File: config.mk
export PLATFORM = sky130hd
export DESIGN_NAME = pwm_cmp_bank
export DESIGN_NICKNAME = d
export VERILOG_FILES = /design/src/rtl/pwm_cmp_pkg.sv /design/src/rtl/pwm_cmp_shadow.sv /design/src/rtl/pwm_cmp_unit.sv /design/src/rtl/pwm_cmp_bank.sv
export SDC_FILE = /design/constraint.sdc
export NUM_CORES = 1
export LEC_CHECK = 0
export BUFFER_PORTS_ARGS = -buffer_cell sky130_fd_sc_hd__buf_2
export CORE_MARGIN = 10
export CORE_UTILIZATION = 50
export DETAILED_ROUTE_END_ITERATION = 10
export PLACE_DENSITY = 0.72
export SLEW_MARGIN = 15
export SYNTH_ARGS = -nofsm -noshare
export SYNTH_HDL_FRONTEND = slang
export SYNTH_SLANG_ARGS = --single-unit
export TNS_END_PERCENT = 100
File: constraint.sdc
create_clock -name clk_i -period 2 [get_ports clk_i]
set_clock_uncertainty 0.2 [all_clocks]
set_input_delay 0.4 -clock clk_i [delete_from_list [all_inputs] [get_ports clk_i]]
set_output_delay 0.4 -clock clk_i [all_outputs]
set_load 0.02 [all_outputs]
File: src/rtl/pwm_cmp_pkg.sv
package pwm_cmp_pkg;
  localparam int CNT_W = 16;
  localparam int PER_W = 4;

  typedef struct packed {
    logic             en;
    logic [PER_W-1:0] ctr;
    logic [PER_W-1:0] cpr;
  } cmp_mode_t;

  typedef struct packed {
    logic [CNT_W-1:0] cv;
    logic             cvm;
  } cmp_val_t;
endpackage

File: src/rtl/pwm_cmp_shadow.sv
module pwm_cmp_shadow #(
  parameter type T = logic
) (
  input  logic clk_i,
  input  logic rst_ni,
  input  logic wr_i,
  input  logic upd_i,
  input  T     data_i,
  input  logic apply_i,
  output T     act_o
);
  T     act_q, shd_q;
  logic pend_q;

  always_ff @(posedge clk_i or negedge rst_ni) begin
    if (!rst_ni) begin
      act_q  <= '0;
      shd_q  <= '0;
      pend_q <= 1'b0;
    end else begin
      // direct write beats a pending copy
      if (wr_i)                 act_q <= data_i;
      else if (apply_i && pend_q) act_q <= shd_q;
      if (upd_i) shd_q <= data_i;
      pend_q <= upd_i | (pend_q & ~apply_i);
    end
  end

  assign act_o = act_q;
endmodule

File: src/rtl/pwm_cmp_unit.sv
module pwm_cmp_unit
  import pwm_cmp_pkg::*;
(
  input  logic             clk_i,
  input  logic             rst_ni,
  input  logic [CNT_W-1:0] cnt_i,
  input  logic             cnt_down_i,
  input  logic             center_i,
  input  logic             period_end_i,
  input  logic             fault_i,
  input  cmp_mode_t        mode_i,
  input  cmp_val_t         val_i,
  input  logic             restart_i,
  input  logic             irq_clr_i,
  output logic             match_o,
  output logic             irq_o
);
  logic [PER_W-1:0] prd_q;
  logic dir_ok, prd_ok, hit, hit_q, rise, match_q, irq_q;

  assign dir_ok = ~center_i | (val_i.cvm == cnt_down_i);
  assign prd_ok = (prd_q == mode_i.ctr);
  assign hit    = mode_i.en & (cnt_i == val_i.cv) & dir_ok & ~fault_i & prd_ok;
  assign rise   = hit & ~hit_q;

  always_ff @(posedge clk_i or negedge rst_ni) begin
    if (!rst_ni) begin
      prd_q   <= '0;
      hit_q   <= 1'b0;
      match_q <= 1'b0;
      irq_q   <= 1'b0;
    end else begin
      if (restart_i)         prd_q <= '0;
      else if (period_end_i) prd_q <= (prd_q >= mode_i.cpr) ? '0 : prd_q + 1'b1;
      hit_q   <= hit;
      match_q <= rise;
      irq_q   <= (irq_q & ~irq_clr_i) | rise;
    end
  end

  assign match_o = match_q;
  assign irq_o   = irq_q;
endmodule

File: src/rtl/pwm_cmp_bank.sv
module pwm_cmp_bank
  import pwm_cmp_pkg::*;
#(
  parameter int                 N_UNITS   = 8,
  parameter logic [N_UNITS-1:0] DMA_UNITS = '1
) (
  input  logic               clk_i,
  input  logic               rst_ni,
  input  logic [CNT_W-1:0]   cnt_i,
  input  logic               cnt_down_i,
  input  logic               center_i,
  input  logic               period_end_i,
  input  logic               fault_i,
  input  logic [N_UNITS-1:0] mode_wr_i,
  input  logic [N_UNITS-1:0] mode_upd_i,
  input  logic               mode_en_i,
  input  logic [PER_W-1:0]   mode_ctr_i,
  input  logic [PER_W-1:0]   mode_cpr_i,
  input  logic [N_UNITS-1:0] val_wr_i,
  input  logic [N_UNITS-1:0] val_upd_i,
  input  logic [CNT_W-1:0]   val_cv_i,
  input  logic               val_cvm_i,
  input  logic [N_UNITS-1:0] irq_clr_i,
  output logic [N_UNITS-1:0] match_o,
  output logic [N_UNITS-1:0] irq_o,
  output logic               event_o,
  output logic               dma_req_o
);
  cmp_mode_t mode_d;
  cmp_val_t  val_d;

  assign mode_d = '{en: mode_en_i, ctr: mode_ctr_i, cpr: mode_cpr_i};
  assign val_d  = '{cv: val_cv_i, cvm: val_cvm_i};

  for (genvar g = 0; g < N_UNITS; g++) begin : g_unit
    cmp_mode_t mode_act;
    cmp_val_t  val_act;

    pwm_cmp_shadow #(.T(cmp_mode_t)) u_mode (
      .clk_i  (clk_i),
      .rst_ni (rst_ni),
      .wr_i   (mode_wr_i[g]),
      .upd_i  (mode_upd_i[g]),
      .data_i (mode_d),
      .apply_i(period_end_i),
      .act_o  (mode_act)
    );

    pwm_cmp_shadow #(.T(cmp_val_t)) u_val (
      .clk_i  (clk_i),
      .rst_ni (rst_ni),
      .wr_i   (val_wr_i[g]),
      .upd_i  (val_upd_i[g]),
      .data_i (val_d),
      .apply_i(period_end_i),
      .act_o  (val_act)
    );

    pwm_cmp_unit u_cmp (
      .clk_i       (clk_i),
      .rst_ni      (rst_ni),
      .cnt_i       (cnt_i),
      .cnt_down_i  (cnt_down_i),
      .center_i    (center_i),
      .period_end_i(period_end_i),
      .fault_i     (fault_i),
      .mode_i      (mode_act),
      .val_i       (val_act),
      .restart_i   (mode_wr_i[g]),
      .irq_clr_i   (irq_clr_i[g]),
      .match_o     (match_o[g]),
      .irq_o       (irq_o[g])
    );
  end

  assign event_o   = |match_o;
  assign dma_req_o = |(match_o & DMA_UNITS);
endmodule

==> impl_results.md, run 1 <==
* Die Area at 54900 um^2
* Register bit total from synthesis at 488
* Mean Syn Cell Area at 11.7 um^2
* Final period utilization at 105%
* Min-delay worst type: in -> reg
* Reg2reg start: g_unit[4].u_cmp.prd_q[0]$_DFFE_PN0P_
* Synth cell types at 35
* Initial Util at 50.6%
* Initial antenna violation count at 5
* Non-Filler Instances at 2736
* DRT iter0 DRCs at 1142
* Wire per inst at 21.1 um
* Detailed Routing Iterations Pass 1 at 5
* VDD IR max at 582 uV
* Chip Width at 234 um
* TritonCTS Sinks at 488
* Most common cell in the netlist: dfrtp_1
* Placed wire-length estimate at 40500 um
* RSZ-0062 raised after global routing: yes
* Clock buffer depth at 3
* Largest net degree at the start of global routing at 72
* Slowest stage delay, CP at 0.38 ns
* Fmax at 475 MHz
* Final worst slack at -0.107 ns
* Slowest cell on the critical path: dfrtp_1
* Crit Path Max Fanout at 2
* Clock latency on the worst-skew pair at 0.57 ns
* Top post-synthesis cells by area: dfrtp_1 (53%), mux2_2 (11%), mux2i_1 (9.1%)
* Placed cell areas at 24600 um^2
* Total power at 25.0 mW
* Syn_nets at 2086
* Startpoint Class: register
* Core area at 45400 um^2
* DIE HEIGHT at 234 um
* CTS HTree Levels at 2
* Leakage at 12.2 nW
* First-pass GRT wire length at 90500 um
* Critical Path, Cell by Cell: nor4_2, nand2_1, buf_2
* Remaining global-route overflow at 0
* Max_slew headroom at 31.4%
* Area delta synth->final at 16.6%
* Fin nets at 2220
* Final WL at 57700 um
* Worst-path clk slew at 0.06 ns
* Commonest cells in the netlist: dfrtp_1 (488), mux2_2 (216), nand2_1 (209)
* Vias in the first global route at 16100
* Max-capacitance violation count at 0
* EDFF count, synth at 0
* CTS buffer count at 50
* Worst EP required at 1.40 ns
* Worst Setup SP: g_unit[3].u_cmp.match_o$_DFF_PN0_
* Fraction of layout cells with a size suffix above 1 at 26.5%
* PD cells at 935 nW/um^2
* Number of port buffers at 105
* Ys async rst share at 100%
* Gr usage total at 21.2%
* Antenna Violating Nets Remaining at 0
* Placer Congestion at 0.865
* # DRC at 0
* Final setup fails at 2
* CTS tree: yes
* Setup crit end kind: output port
* Vias at 15300
* Final Hold Viols at 0
* Status: finished, violations left
* Seq/Total Area, Yosys at 53.2%
* Top cell type's share of synthesized area at 53.2%
* Yosys warnings at 0
* Hold slack at 0.0117 ns
* Row Count at 78
* Area leader, netlist: dfrtp_1
* Root buffer cell: clkbuf_16
* Ports at 106
* Vias per std cell at 5.58
* Arrival time worst endpoint at 1.51 ns
* Failing checks: negative setup slack
* Synth Cell Area at 23000 um^2
* Critical hold path startpoint: mode_upd_i[6]
* Slew Limit Fails at 0
* Post-synthesis cell count at 1958
* Critical path class: reg -> out
* Min cycle time layout at 2.11 ns
* Fillcell total at 3595
* Finished layout cell area at 26800 um^2
* Slew of the pin with the lowest slew margin at 1.03 ns
* Most used flip-flop cell after synthesis: dfrtp_1
* Placed Instances at 2619
[layout by cell type (no fill, tap or decap), types with 21 or more instances in the layout]
cell type  count
a21oi_2       22
a21o_1        32
buf_2        104
mux2_2       216
clkbuf_16     53
o21ai_0      208
nor4_1        21
nand4_1       24
buf_12        21
nand2_1      209
xor2_1        96
ha_1          38
inv_1         50
buf_4         87
xnor2_1       78
mux2i_1      208
dfrtp_1      488
[through the flow]
stage	setup WS, ns	utilization, %	TNS, ns
global route	-0.224	59.0	-0.453
floorplan	0.0603	-	0
finish	-0.107	59.0	-0.213
detailed placement	-0.307	54.2	-12.24
CTS	-0.182	58.5	-0.364
global placement	-0.272	54.2	-6.15
[path summary, 6_finish.rpt]
kind                                                    endpoint  slack (ns)  cells after the start
max                                                    dma_req_o       -0.11                      3
min                            g_unit[6].u_mode.pend_q$_DFF_PN0_        0.01                      2
max reg2reg                      g_unit[4].u_cmp.irq_o$_DFF_PN0_        0.03                      6
min reg2reg                    g_unit[0].u_cmp.match_o$_DFF_PN0_        0.21                      1
max in group asynchronous  g_unit[6].u_val.act_o[14]$_DFFE_PN0P_        0.66                      3
min in group asynchronous        g_unit[5].u_cmp.irq_o$_DFF_PN0_        0.14                      2
[sequential cells by signal, indices dropped and copies added (netlist names)]
name and count:
g_unit.u_cmp.prd_q 32, g_unit.u_val.act_o 136, g_unit.u_cmp.hit_q 8, g_unit.u_mode.pend_q 8, g_unit.u_mode.shd_q 72, g_unit.u_cmp.irq_o 8, g_unit.u_mode.act_o 72, g_unit.u_val.pend_q 8
g_unit.u_val.shd_q 136, g_unit.u_cmp.match_o 8
[area by class of cell]
cell class / count / area [um^2] / area share [%]
sequential: 488 / 12200 / 45.6
multi-input combinational: 1267 / 10100 / 37.7
timing repair buffer: 228 / 1760 / 6.57
clock buffer: 73 / 1500 / 5.61
tap: 600 / 751 / 2.81
clock inverter: 21 / 219 / 0.818
inverter: 57 / 216 / 0.809
antenna: 2 / 5.00 / 0.0187
[timing repair]
action                                  in CTS  in global routing
setup buffers                                1                  5
pin swaps                                    5                 26
hold buffers                                15                  0
endpoints found under the setup margin      12                 46
endpoints found under the hold margin      436                  0
gates resized for setup                     15                 32
[worst max-delay path, delay by kind of cell (launching register included)]
kind,cells,cell delay [ns]
buffers and inverters,1,0.17
DFF,1,0.38
and+or+nand+nor,2,0.39
[power by group]
part	total, mW	switching [mW]	leakage, nW	internal, mW
sequential	11.6	0.696	5.89	10.9
clock	9.65	3.92	0.845	5.73
combinational	3.74	2.04	5.51	1.70
[layer usage]
| metal | GRT usage, % | wire, um |
|---|---|---|
| met5 | 0 | 25 |
| met3 | 3.55 | 3170 |
| met1 | 27.1 | 24500 |
| met2 | 35.4 | 27900 |
| met4 | 8.20 | 2070 |
[logic make-up (layout without fill, tap and decap cells)]
kind of cell             count (synthesis)  in the layout  share of synthesized area (%)
AND/OR/NAND/NOR                        315            315                           6.20
adder cells (fa/ha/maj)                 40             40                           2.18
multiplexers                           424            424                           19.7
AO/OA/AOI/OAI                          312            312                           8.10
XOR/XNOR                               176            176                           6.72
other                                    0              2                              0
flip-flops                             488            488                           53.2
buffers and inverters                  203            379                           3.94
Note: power is estimated with default switching activity, not from simulation.
==> run 2, diff against run 1 <==
==> constraint.sdc (replaced) <==
create_clock -name clk_i -period 2 [get_ports clk_i]
set_clock_uncertainty 0.2 [all_clocks]
set_input_delay 0 -clock clk_i [delete_from_list [all_inputs] [get_ports clk_i]]
set_output_delay 0 -clock clk_i [all_outputs]
set_load 0.02 [all_outputs]
==> impl_results.md, run 2 (synthesized netlist as in run 1, its figures left out) <==
* Final WL at 60300 um (was 57700 um)
* Vias at 15500 (was 15300)
* Worst-path clk slew at 0.06 ns (about the same)
* Reg2reg start: g_unit[6].u_mode.act_o[0]$_DFFE_PN0P_ (was g_unit[4].u_cmp.prd_q[0]$_DFFE_PN0P_)
* CTS HTree Levels at 2 (unchanged)
* Min cycle time layout at 1.96 ns (was 2.11 ns)
* Most common cell after layout, fill and taps aside: dfrtp_1 (unchanged)
* Fraction of layout cells with a size suffix above 1 at 24.0% (was 26.5%)
* Total power at 24.7 mW (was 25.0 mW)
* Antenna Violating Nets Remaining at 0 (unchanged)
* # DRC at 0 (unchanged)
* Depth of the worst register-to-register path at 6 (unchanged)
* Root buffer cell: clkbuf_16 (unchanged)
* Wire per inst at 21.6 um (was 21.1 um)
* Reg2Reg Capture Point: g_unit[6].u_cmp.prd_q[2]$_DFFE_PN0P_ (was g_unit[4].u_cmp.irq_o$_DFF_PN0_)
* Initial antenna violation count at 2 (was 5)
* Status: finished, violations left (unchanged)
* Commonest cells after routing, fill and taps aside: dfrtp_1 (487), mux2_2 (215), nand2_1 (209) (was dfrtp_1 (488), mux2_2 (216), nand2_1 (209))
* Final period utilization at 97.8% (was 105%)
* CTS buffer count at 50 (unchanged)
* Arrival time worst endpoint at 2.27 ns (was 1.51 ns)
* Die Area at 54900 um^2 (unchanged)
* Vias in the first global route at 16400 (was 16100)
* Clock latency on the worst-skew pair at 0.60 ns (was 0.57 ns)
* Detailed Routing Iterations Pass 1 at 5 (unchanged)
* Row Count at 78 (unchanged)
* Initial Util at 50.6% (unchanged)
* First-pass GRT wire length at 93700 um (was 90500 um)
* Placer Congestion at 0.845 (was 0.865)
* CTS tree: yes (unchanged)
* Slew Limit Fails at 0 (unchanged)
* Max_slew headroom at 53.0% (was 31.4%)
* Area delta synth->final at 18.3% (was 16.6%)
* Chip Width at 234 um (unchanged)
* Largest net degree at the start of global routing at 90 (was 72)
* Ports at 106 (unchanged)
* Placed wire-length estimate at 38800 um (was 40500 um)
* Setup crit end kind: register (was output port)
* Max-capacitance violation count at 0 (unchanged)
* Slew of the pin with the lowest slew margin at 0.705 ns (was 1.03 ns)
* Final Hold Viols at 1 (was 0)
* Critical hold path startpoint: cnt_i[8] (was mode_upd_i[6])
* Critical path class: reg -> reg (was reg -> out)
* Worst reg-to-reg setup slack at 0.04 ns (was 0.03 ns)
* DIE HEIGHT at 234 um (unchanged)
* DRT iter0 DRCs at 1096 (was 1142)
* Final setup fails at 0 (was 2)
* Finished Core Util at 59.8% (was 59.0%)
* VDD IR max at 682 uV (was 582 uV)
* Fin nets at 2280 (was 2220)
* Hold Path End: g_unit[0].u_cmp.match_o$_DFF_PN0_ (was g_unit[6].u_mode.pend_q$_DFF_PN0_)
* TritonCTS Sinks at 488 (unchanged)
* Leakage at 12.4 nW (was 12.2 nW)
* Worst EP required at 2.31 ns (was 1.40 ns)
* Number of port buffers at 105 (unchanged)
* Gr usage total at 22.0% (was 21.2%)
* Failing checks: negative hold slack (was negative setup slack)
* PD cells at 910 nW/um^2 (was 935 nW/um^2)
* Fmax at 511 MHz (was 475 MHz)
* Vias per std cell at 5.57 (was 5.58)
* Startpoint Class: register (unchanged)
* Core area at 45400 um^2 (unchanged)
* Crit Path Max Fanout at 2 (unchanged)
* Hold depth at 6 (was 2)
* Remaining global-route overflow at 0 (unchanged)
* Clock buffer depth at 3 (unchanged)
* Hold slack at -0.00337 ns (was 0.0117 ns)
* Min-delay worst type: in -> reg (unchanged)
-- run 2: cell count changes in the layout (fill, tap and decap cells not counted), moves of 4 or more --
cell	before	now
clkbuf_1	10	14
dlygate4sd3_1	15	103
buf_4	87	73
clkbuf_8	10	16
clkinv_2	12	3
clkinvlp_4	4	0
buf_12	21	7
-- run 2: stage by stage --
step           std cells  setup WS (ns)  instance area [um^2]  setup TNS [ns]
2_1_floorplan       1958         0.0603                 23000               0
3_3_place_gp        2589         0.0372                 24200               0
3_5_place_dp        2589        -0.0756                 24200          -0.198
4_1_cts             2780        -0.0427                 26900         -0.0427
5_1_grt             2788       -0.00526                 27200         -0.0147
6_report            2788         0.0440                 27200               0
-- run 2: worst max path at each step --
| stage | start | to | slack, ns |
|---|---|---|---|
| 2_1_floorplan | g_unit[5].u_cmp.prd_q[0]$_DFFE_PN0P_ | g_unit[5].u_cmp.prd_q[2]$_DFFE_PN0P_ | 0.06 |
| 3_3_place_gp | g_unit[3].u_cmp.prd_q[0]$_DFFE_PN0P_ | g_unit[3].u_cmp.prd_q[2]$_DFFE_PN0P_ | 0.04 |
| 3_5_place_dp | g_unit[4].u_cmp.prd_q[0]$_DFFE_PN0P_ | g_unit[4].u_cmp.prd_q[2]$_DFFE_PN0P_ | -0.08 |
| 4_1_cts | g_unit[4].u_cmp.prd_q[0]$_DFFE_PN0P_ | g_unit[4].u_cmp.prd_q[2]$_DFFE_PN0P_ | -0.04 |
| 5_1_grt | g_unit[3].u_cmp.prd_q[0]$_DFFE_PN0P_ | g_unit[3].u_cmp.prd_q[2]$_DFFE_PN0P_ | -0.005 |
| 6_report | g_unit[6].u_mode.act_o[0]$_DFFE_PN0P_ | g_unit[6].u_cmp.prd_q[2]$_DFFE_PN0P_ | 0.04 |
-- run 2: metal layers --
metal / global-route usage, % / wire, um / vias to the layer above
met5: 0 / 8 / -
met4: 10.6 / 2870 / 2
met2: 37.0 / 29100 / 380
met3: 3.44 / 3010 / 145
met1: 27.5 / 25300 / 7854
li1: - / - / 7158
-- run 2: where the power goes --
part	leakage [nW]	internal (mW)	switching (mW)
Combinational	5.68	1.74	2.02
Sequential	5.89	10.9	0.680
Clock	0.805	5.51	3.83
-- run 2: repair_timing --
item                                   4_1_cts  5_1_grt
hold buffers                               104        0
pin swaps                                    2       24
setup endpoints to repair                    6       46
setup buffers                                0        6
resized for setup                            9       33
endpoints found under the hold margin      974        0
-- run 2: cell type report --
cell class,instances,area (um^2)
Sequential cell,488,12200
Clock inverter,6,83.8
Inverter,57,216
Fill cell,3538,18200
Tap cell,600,751
Timing Repair Buffer,288,2250
Antenna cell,1,2.50
Clock buffer,81,1550
Multi-Input combinational cell,1267,10100
-- run 2: critical path, stage by stage (launching register included) --
cell and delay, ns:
dfrtp_1 0.40, ha_1 0.29, nand2b_1 0.14, a21o_1 0.19
a21o_1 0.23, a2111oi_4 0.30, a221o_1 0.15
==> run 3, diff against run 2 <==
ABC_AREA = 1   (was default)
HOLD_SLACK_MARGIN = 0.1   (was default)
PLACE_DENSITY = 0.71   (was 0.72)
==> impl_results.md, run 3 <==
* Leakage at 14.7 nW (was 12.4 nW)
* Max-capacitance violation count at 0 (unchanged)
* Antenna Violating Nets Remaining at 0 (unchanged)
* DIE HEIGHT at 242 um (was 234 um)
* Worst-path clk slew at 0.06 ns (about the same)
* Total power at 26.3 mW (was 24.7 mW)
* Wire per inst at 19.0 um (was 21.6 um)
* DRT iter0 DRCs at 2025 (was 1096)
* CTS HTree Levels at 2 (unchanged)
* Min cycle time layout at 1.94 ns (was 1.96 ns)
* Initial antenna violation count at 3 (was 2)
* Clock latency on the worst-skew pair at 0.61 ns (was 0.60 ns)
* Sw Ratio at 29.1% (was 26.5%)
* Ys async rst share at 100% (unchanged)
* Fin nets at 3460 (was 2280)
* CTS buffer count at 54 (was 50)
* Vias per std cell at 5.33 (was 5.57)
* Largest net degree at the start of global routing at 75 (was 90)
* Final worst slack at 0.0576 ns (was 0.0440 ns)
* Crit Path Max Fanout at 2 (unchanged)
* Placed wire-length estimate at 53700 um (was 38800 um)
* Worst EP required at 1.80 ns (was 2.31 ns)
* Critical Path, Cell by Cell: nor4_4, buf_4, nand2_1, buf_2 (was ha_1, nand2b_1, a21o_1, a21o_1, a2111oi_4, a221o_1)
* Area delta synth->final at 17.6% (was 18.3%)
* Pre-CTS worst setup slack at 0.249 ns (was -0.0756 ns)
* Register bit total from synthesis at 488 (unchanged)
* Post-synthesis cell count at 3173 (was 1958)
* Setup crit end kind: output port (was register)
* First-pass GRT wire length at 121000 um (was 93700 um)
* Max_slew headroom at 57.1% (was 53.0%)
* Chip Width at 242 um (was 234 um)
* Synth cell types at 32 (was 35)
* Core area at 49000 um^2 (was 45400 um^2)
* Commonest cells after routing, fill and taps aside: nand2_1 (937), dfrtp_1 (478), o21ai_0 (469) (was dfrtp_1 (487), mux2_2 (215), nand2_1 (209))
* Initial Util at 50.5% (was 50.6%)
* TritonCTS Sinks at 488 (unchanged)
* # DRC at 0 (unchanged)
* Startpoint Class: register (unchanged)
* Remaining global-route overflow at 0 (unchanged)
* Root buffer cell: clkbuf_16 (unchanged)
* Critical path class: reg -> out (was reg -> reg)
* Slowest cell on the critical path: dfrtp_2 (was dfrtp_1)
* Finished Core Util at 59.4% (was 59.8%)
* VDD IR max at 749 uV (was 682 uV)
* Commonest cells in the netlist: nand2_1 (945), dfrtp_1 (488), o21ai_0 (470) (was dfrtp_1 (488), mux2_2 (216), nand2_1 (209))
* Fmax at 515 MHz (was 511 MHz)
* Die Area at 58800 um^2 (was 54900 um^2)
* Most common cell in the netlist: nand2_1 (was dfrtp_1)
* Top cell type's share of synthesized area at 49.4% (was 53.2%)
* Detailed Routing Iterations Pass 1 at 6 (was 5)
* Final period utilization at 97.1% (was 97.8%)
* Vias in the first global route at 20800 (was 16400)
* RSZ-0062 raised after global routing: yes
* Vias at 21500 (was 15500)
* Number of port buffers at 105 (unchanged)
* Seq/Total Area, Yosys at 49.4% (was 53.2%)
* Comb pwr share at 17.2% (was 15.2%)
* CTS tree: yes (unchanged)
* Gr usage total at 25.9% (was 22.0%)
* Final setup fails at 0 (unchanged)
* Yosys warnings at 0 (unchanged)
* Most used flip-flop cell after synthesis: dfrtp_1 (unchanged)
* Ports at 106 (unchanged)
* Clock buffer depth at 3 (unchanged)
* PD cells at 906 nW/um^2 (was 910 nW/um^2)
* Status: complete, no violations (was finished, violations left)
* Final Hold Viols at 0 (was 1)
* Placer Congestion at 1.03 (was 0.845)
* Net switching power at 7.67 mW (was 6.54 mW)
* Slew Limit Fails at 0 (unchanged)
* Fraction of layout cells with a size suffix above 1 at 10.8% (was 24.0%)
* Most common cell after layout, fill and taps aside: nand2_1 (was dfrtp_1)
* Top post-synthesis cells by area: dfrtp_1 (49%), nand2_1 (14%), o21ai_0 (9.5%) (was dfrtp_1 (53%), mux2_2 (11%), mux2i_1 (9.1%))
* Fillcell total at 4376 (was 3538)
* Seq pwr share at 43.3% (was 47.0%)
* Slew of the pin with the lowest slew margin at 0.644 ns (was 0.705 ns)
* Final WL at 76600 um (was 60300 um)
* Syn_nets at 3301 (was 2086)
* EDFF count, synth at 0 (unchanged)
* Min-delay worst type: in -> reg (unchanged)
* Power share of the clock group at 39.6% (was 37.8%)
* Synth Cell Area at 24700 um^2 (was 23000 um^2)
* Arrival time worst endpoint at 1.74 ns (was 2.27 ns)
* Cell internal pwr at 18.7 mW (was 18.2 mW)
* Slowest stage delay, CP at 0.45 ns (was 0.40 ns)
* Row Count at 81 (was 78)
* Area leader, netlist: dfrtp_1 (unchanged)
* Mean Syn Cell Area at 7.80 um^2 (was 11.7 um^2)
-- run 3: cell types whose count changed after synthesis, moves of 125 or more --
cell | before | now
o21ai_0 | 208 | 470
inv_1 | 56 | 461
nor2_1 | 16 | 177
mux2_2 | 216 | 19
nand2_1 | 209 | 945
mux2i_1 | 208 | 0
o211ai_1 | 0 | 125
-- run 3: final cells by class --
cell class	count	area [um^2]	share of cell area (%)
antenna	1	2.50	0.00860
clock buffer	76	1540	5.28
clock inverter	23	308	1.06
inverter	475	1790	6.15
multi-input combinational	2003	9760	33.5
sequential	488	12200	42.0
tap	664	831	2.86
timing repair buffer	310	2640	9.06
-- run 3: critical path, delay by kind of cell (launching register included) --
kind	cells	cell delay, ns
buf+inv	2	0.34
flops	1	0.45
simple gates	2	0.35
-- run 3: kinds of logic (layout without fill, tap and decap cells) --
kind of cell | Yosys count | in the layout | share of synthesized area [%]
other | 0 | 1 | 0
buffers and inverters | 682 | 884 | 11.6
and+or+nand+nor | 1228 | 1228 | 19.6
adders and majority gates | 40 | 40 | 2.02
xor gates and xnor gates | 23 | 23 | 0.814
muxes | 19 | 19 | 0.865
DFF | 488 | 488 | 49.4
AOI/OAI and AO/OA | 693 | 693 | 15.7
-- run 3: power groups by stage --
stage | sequential (mW) | combinational (mW) | clock (mW)
final | 11.4 | 4.52 | 10.4
after global placement | 11.5 | 4.05 | 0
after global routing | 11.5 | 5.10 | 11.0
after CTS | 11.4 | 4.39 | 10.6
after detailed placement | 11.6 | 4.16 | 0
after floorplan | 11.4 | 2.75 | 0
-- run 3: worst paths after layout --
kind	start	end	depth (start not counted)	slack, ns
min reg2reg	g_unit[7].u_cmp.hit_q$_DFF_PN0_	g_unit[7].u_cmp.match_o$_DFF_PN0_	1	0.23
max in group asynchronous	rst_ni	g_unit[7].u_val.act_o[13]$_DFFE_PN0P_	6	0.56
min in group asynchronous	rst_ni	g_unit[0].u_val.act_o[3]$_DFFE_PN0P_	4	0.36
max reg2reg	g_unit[4].u_val.act_o[10]$_DFFE_PN0P_	g_unit[4].u_cmp.irq_o$_DFF_PN0_	6	0.08
max	g_unit[2].u_cmp.match_o$_DFF_PN0_	event_o	4	0.06
min	cnt_i[0]	g_unit[7].u_cmp.irq_o$_DFF_PN0_	8	0.10
-- run 3: per-layer routing --
metal / GRT usage, % / share of wire (%) / up-vias
li1: - / - / 10300
met1: 35.9 / 44 / 10200
met2: 40.0 / 45 / 810
met3: 4.61 / 7.5 / 168
met4: 9.62 / 3.6 / 2
met5: 0 / 0.0091 / -
-- run 3: what timing repair did --
| action | CTS | global route |
|---|---|---|
| hold endpoints to repair | 976 | 7 |
| pin swaps | 0 | 13 |
| setup endpoints to repair | 2 | 13 |
| resized for setup | 1 | 47 |
| buffers inserted | 0 | 16 |
| hold buffers | 128 | 1 |
-- run 3: through the flow --
| step | setup TNS (ns) | cell area (um^2) | instances | hold slack (ns) |
|---|---|---|---|---|
| floorplan | 0 | 24700 | 3173 | -0.496 |
| CTS | 0 | 28900 | 4027 | 0.117 |
| global placement | 0 | 25700 | 3800 | -0.270 |
| global route | -0.0490 | 29100 | 4040 | 0.172 |
| finish | 0 | 29100 | 4040 | 0.100 |
| detailed placement | 0 | 25700 | 3800 | -0.269 |
